==> config.mk <==
export PLATFORM = sky130hd
export DESIGN_NAME = toggle_timer
export DESIGN_NICKNAME = d
export VERILOG_FILES = /design/src/rtl/toggle_timer.sv
export SDC_FILE = /design/constraint.sdc
export NUM_CORES = 1
export LEC_CHECK = 0
export ABC_AREA = 1
export ABC_CLOCK_PERIOD_IN_PS = 1550
export BUFFER_PORTS_ARGS = -buffer_cell sky130_fd_sc_hd__buf_2
export CAP_MARGIN = 5
export CORE_ASPECT_RATIO = 1.2
export CORE_UTILIZATION = 40
export CTS_BUF_LIST = sky130_fd_sc_hd__clkbuf_4 sky130_fd_sc_hd__clkbuf_8
export CTS_CLUSTER_SIZE = 14
export DETAILED_ROUTE_END_ITERATION = 8
export GPL_TIMING_DRIVEN = 0
export SETUP_SLACK_MARGIN = 0.02
export SYNTH_ARGS = -nofsm -noshare
export SYNTH_HDL_FRONTEND = slang
export SYNTH_SLANG_ARGS = --single-unit
==> constraint.sdc <==
create_clock -name clk -period 1.55 [get_ports clk]
set_input_delay 0.155 -clock clk [delete_from_list [all_inputs] [get_ports clk]]
set_output_delay 0.155 -clock clk [all_outputs]
set_load 0.1 [all_outputs]
==> src/rtl/toggle_timer.sv <==
module toggle_timer #(
  parameter int W = 8
) (
  input  logic         clk,
  input  logic         rst_n,
  input  logic         cnt_en,
  input  logic         ctl_we,
  input  logic [1:0]   ctl_mode,
  input  logic         ctl_halt,
  input  logic         ctl_pol,
  input  logic         val_we,
  input  logic [W-1:0] val_data,
  input  logic         irq_clr,
  output logic [W-1:0] count_o,
  output logic         pin_o,
  output logic         irq_o
);

  localparam logic [W-1:0] ALL_ONES = {W{1'b1}};
  localparam logic [1:0]   MODE_PULSE = 2'b01;

  logic [W-1:0] cnt_q, latch_q;
  logic [1:0]   mode_q;
  logic         halt_q, pol_q, pin_q, irq_q;

  logic tick, uflow, pol_next, pol_flip, uf_flip;

  assign tick     = cnt_en & ~halt_q;
  assign uflow    = tick & (cnt_q == '0);
  assign pol_next = ctl_we ? ctl_pol : pol_q;
  assign pol_flip = ctl_we & (ctl_pol ^ pol_q);
  assign uf_flip  = uflow & (mode_q == MODE_PULSE);

  always_ff @(posedge clk or negedge rst_n) begin
    if (!rst_n) begin
      mode_q <= 2'b00;
      halt_q <= 1'b1;
      pol_q  <= 1'b0;
    end else if (ctl_we) begin
      mode_q <= ctl_mode;
      halt_q <= ctl_halt;
      pol_q  <= ctl_pol;
    end
  end

  always_ff @(posedge clk or negedge rst_n) begin
    if (!rst_n)      latch_q <= ALL_ONES;
    else if (val_we) latch_q <= val_data;
  end

  always_ff @(posedge clk or negedge rst_n) begin
    if (!rst_n)                cnt_q <= ALL_ONES;
    else if (val_we && halt_q) cnt_q <= val_data;
    else if (uflow)            cnt_q <= latch_q;
    else if (tick)             cnt_q <= cnt_q - 1'b1;
  end

  always_ff @(posedge clk or negedge rst_n) begin
    if (!rst_n)       irq_q <= 1'b0;
    else if (uflow)   irq_q <= 1'b1;
    else if (irq_clr) irq_q <= 1'b0;
  end

  always_ff @(posedge clk or negedge rst_n) begin
    if (!rst_n)      pin_q <= 1'b1;
    else if (val_we) pin_q <= ~pol_next;
    else             pin_q <= pin_q ^ pol_flip ^ uf_flip;
  end

  assign count_o = cnt_q;
  assign pin_o   = pin_q;
  assign irq_o   = irq_q;


  a_r2_halt_holds: assert property (@(posedge clk) disable iff (!rst_n)
    (halt_q && !val_we) |=> $stable(count_o));


  a_r3_step_down: assert property (@(posedge clk) disable iff (!rst_n)
    (cnt_en && !halt_q && count_o != '0 && !val_we) |=> count_o == $past(count_o) - 1'b1);


  a_r4_reload: assert property (@(posedge clk) disable iff (!rst_n)
    (cnt_en && !halt_q && count_o == '0) |=> (irq_o && count_o == $past(latch_q)));


  a_r5_sticky: assert property (@(posedge clk) disable iff (!rst_n)
    (irq_o && !irq_clr) |=> irq_o);


  a_r6_latch_load: assert property (@(posedge clk) disable iff (!rst_n)
    val_we |=> latch_q == $past(val_data));


  a_r7_start_level: assert property (@(posedge clk) disable iff (!rst_n)
    val_we |=> pin_o == ~pol_q);


  a_r8_flip: assert property (@(posedge clk) disable iff (!rst_n)
    (!val_we && (ctl_we && ctl_pol != pol_q) != (cnt_en && !halt_q && count_o == '0 && mode_q == MODE_PULSE))
    |=> pin_o != $past(pin_o));


  a_r10_timer_hold: assert property (@(posedge clk) disable iff (!rst_n)
    (!val_we && !(ctl_we && ctl_pol != pol_q) && mode_q != MODE_PULSE) |=> $stable(pin_o));

endmodule

==> Word level (Yosys, flattened, before mapping) <==
Cells that the tools add are included.
{ "word_totals": {"word_cells": 29, "register_bits": 22, "input_bits": 18} }
{ "classes": {"n_bitwise": 9, "addsub": 1, "muxes": 7, "reduce_logical": 4, "n_eq_ne": 1} }
{ "ops": {"columns": ["op", "count"], "rows": [
  ["2-to-1 mux 8 bit", 3],
  ["logical NOT 8 bit", 1],
  ["subtractor 8 x 1 -> 8 bit (second input constant)", 1],
  ["AND 1 bit", 4],
  ["2-to-1 mux 1 bit", 4],
  ["nonzero test 3 bit", 1],
  ["XOR 1 bit", 3],
  ["== test 2 x 1 -> 1 bit (second input constant)", 1],
  ["inverter 1 bit", 2],
  ["nonzero test 2 bit", 1],
  ["logical AND 1 bit", 1]
]} }

==> Depth between registers and ports, before layout <==
{ "logic_depth": {"ltp_word": 6, "mapped_depth": 11, "depth_no_buf": 11} }

==> Worst setup path after synthesis <==
No wires, ideal clock.
{ "synth_path": {"kind": "reg-to-reg", "startpoint": "reg cnt_q[0], in the netlist count_o[0]", "endpoint": "reg cnt_q[6], in the netlist count_o[6]", "t_arrival_ps": 1783, "setup_slack_ps": -312, "path_buffers": 0, "setup_time_ps": 79, "path_stages_with_launch": 11, "path_cell_list": "dfstp_2 -> inv_1 -> ha_1 -> inv_1 -> nor2_1 -> nand2_4 -> nor2_8 -> nand2_1 -> nand2_1 -> o21ai_1 -> nand2_1"} }
{ "synth_between": {"elab_chain_len": 4} }
{ "synth_rtl": {"columns": ["item", "line_no", "text"], "rows": [
  ["start: declaration", "22", "logic [W-1:0] cnt_q, latch_q;"],
  ["start signal: assignment", "53", "else if (val_we && halt_q) cnt_q <= val_data;"],
  ["start signal: assignment", "54", "else if (uflow) cnt_q <= latch_q;"],
  ["start signal: assignment", "55", "else if (tick) cnt_q <= cnt_q - 1'b1;"],
  ["subtractor 8 x 1 -> 8 bit or logical NOT 8 bit (tied branches)", "55, 29", null],
  ["2-to-1 mux 8 bit or AND 1 bit (tied branches)", "55, 29", null],
  ["2-to-1 mux 8 bit", "54", null],
  ["2-to-1 mux 8 bit", "53", null]
]} }
Several ways; a longest one is shown, not always the timed one. The select of a mux whose other input is x is not followed.
A chain may end at the register's enable or synchronous reset.

==> Worst setup path in the final report <==
{ "layout_path": {"startpoint": "reg cnt_q[7], in the netlist count_o[7]", "endpoint": "out count_o[7]"} }
{ "layout_rtl": {"columns": ["item", "line_no", "text"], "rows": [
  ["end: declaration", "14", "output logic [W-1:0] count_o,"]
]} }
No word-level cell between the ends.

==> reports/metrics.cfg <==
[worst_hold_path]
holdPathStages=3
hold_class=input port to flop

[synthesis]
synth.ff_latch_count=22
syn_nets=194
synth_ff_type=dfstp_2
synth_common_cells=nand2_1, inv_1, dfstp_2
synth_area_leaders=dfstp_2, nand2_1, dfrtp_1, inv_1, o21ai_0
synth_edf_count=0
syn_inst=174
seq_area_frac_synth_pct=43.05
synth_top_area_share_pct=35.53
syn_area_um2=1331
async_reset_ff_share_pct=100.0
post-synth-top-area-cell=dfstp_2
ys_warn_count=0
avgSynthCellArea_um2=7.651
ys_types=28
synth.most_common_cell=nand2_1

[clock_network]
cts_tree=done
clk_pin_slew_ps=120
cts_setup_buffers=0
cts_buffers=3
insertion_delay_ps=300
clock-sinks=22
htree_levels=1
clock_path_buffers=2
cts_root_buf=clkbuf_4

[sta]
skew_ps=3.834
finalSetupViolations=0
setup_tns_ps=0
hold_viol=0
slew_headroom_pct=66.47
timing.final.crit_share_pct=96.04
rsz0062_at_grt=yes
maxSlewViolCount=0
period_minus_slack_ps=1489
tightest_slew_ps=503.0
fmax_mhz=671.8

[routing]
post_drt_wl_per_cell_um=11.93
drt_iter0_drc=21
drc=0
vias=1201
drt_wl_total_um=2898
vias_per_cell=4.942
first_pass_iters=4
ant_nets=0

[global_routing]
grt_pass1_vias=1172
grt_usage_pct=19.57
grt_start_max_net_pins=23
grt_first_pass_wirelength_um=5106
overflow=0
antenna_found_initial=0

[outcome]
status=finished, final reports clean

[run]
cap_violations=0

[power_and_ir_drop]
p_per_area_nw_per_um2=1602
power_uw=2588
peakVddDrop_v=0.0009665
leakage_uw=0.0008277

[setup_path]
crit_start=count_o[7]
start_kind=flop
endpoint=count_o[7]
worstPathMaxFanout=5
reg2reg_depth=10
crit_type=flop to primary output
regToRegSetupSlack_ps=100
cpMaxStageDelayCell=dfstp_2
worstReg2RegEnd=count_o[6]
path_cells=buf_2
cp.buffers_inverters=1
worstPathArrival_ps=1330
required_ps=1390
max_stage_delay_ps=600
cpLargestDelayFamily=flip-flops
end_kind=primary output
r2r-start=count_o[0]
path_depth=1

[cells_and_area]
multi_input_area_um2=676.9
area_delta_synth_final_pct=21.33
stdcell_area_um2=1615
num-fill-cells=325
antenna_cells=0
register_area_um2=584.3
nets=228
instances_no_fill=243
drive_gt1_share_pct=34.30

[floorplan]
core_area_um2=3110
rows=22
initial_utilization_pct=42.80
ios=28
die_area_um2=3564
die_w_um=54.67
die_h_um=65.20

[placement]
post-dp-hpwl_um=2194
dp.cells=236
io_buffer_count=26
placedInstanceArea_um2=1538
globalplace.congestion=0.7448

-- logic make-up (layout without fill, tap and decap cells) --
| kind of cell | after synthesis | in the layout | share of synthesized area [%] |
|---|---|---|---|
| flip-flops | 22 | 22 | 43.05 |
| adder cells (fa/ha/maj) | 2 | 2 | 1.879 |
| multiplexers | 1 | 1 | 0.8458 |
| XOR/XNOR | 1 | 1 | 0.6580 |
| buffers and inverters | 29 | 61 | 8.270 |
| AO/OA/AOI/OAI | 25 | 25 | 10.24 |
| AND/OR/NAND/NOR | 94 | 95 | 35.06 |
-- state kept, by name, indices dropped and copies added, names as in the netlist --
register / cells
mode_q: 2
latch_q: 8
pol_q: 1
count_o: 8
pin_o: 1
halt_q: 1
irq_o: 1
-- power breakdown --
group / leakage [µW] / switching, µW / internal [µW] / total [µW]
Combinational: 0.000572 / 1040 / 361 / 1400
Clock: 0.0000154 / 175 / 93.9 / 269
Sequential: 0.000240 / 143 / 777 / 921
-- cells in the final DEF (no fill, tap or decap), types with 2 or more instances in the layout --
| master | count |
|---|---|
| nand2_1 | 57 |
| inv_1 | 21 |
| buf_2 | 20 |
| dfstp_2 | 15 |
| o21ai_0 | 14 |
| nand3_1 | 11 |
| nor2_1 | 6 |
| clkbuf_4 | 5 |
| buf_4 | 5 |
| nor2_4 | 4 |
| o21ai_1 | 4 |
| dfrtp_1 | 4 |
| inv_2 | 3 |
| nor2_2 | 3 |
| nand2_4 | 3 |
| or2_1 | 3 |
| o211ai_1 | 3 |
| dfstp_4 | 3 |
| inv_4 | 2 |
| nand3_2 | 2 |
| clkinv_1 | 2 |
| nand4_1 | 2 |
| nand2_2 | 2 |
| a21oi_1 | 2 |
| dlygate4sd3_1 | 2 |
-- layout make-up --
cell class	instances	share of cell area, %
multi-input cells	124	41.91
flip-flops and latches	22	36.17
repair buffers	28	10.38
inverters	27	6.584
well taps	36	2.789
clock buffers	3	1.394
plain buffers	2	0.5422
clock inverters	1	0.2324
-- metal layers --
metal	global-route usage (%)	routed length, µm
met5	0	0
met2	31.17	1408
met3	3.009	92
met1	26.22	1373
met4	6.731	23
-- per-stage QoR --
stage                     setup slack, ps  hold slack [ps]  util (%)
after global routing                2.305            45.60     51.93
after global placement              130.8            152.6     49.44
after CTS                           28.89            47.49     51.33
after detailed placement            113.5            150.4     49.44
after floorplan                    -37.47           -140.6         -
final                               61.38            52.58     51.93
-- worst min path at each step --
| stage | start | to | slack, ps |
|---|---|---|---|
| finish | ctl_halt | halt_q | 50 |
| global route | ctl_mode[0] | mode_q[0] | 50 |
| CTS | ctl_mode[0] | mode_q[0] | 50 |
| detailed placement | rst_n | irq_o | 150 |
| global placement | rst_n | irq_o | 150 |
| floorplan | rst_n | irq_o | -140 |
-- repair_timing --
action | CTS | global route
cloned | 0 | 1
setup endpoints to repair | 5 | 8
hold endpoints to repair | 5 | 0
hold buffers | 2 | 0
resized for setup | 5 | 4
(Power assumes the default switching activity.)
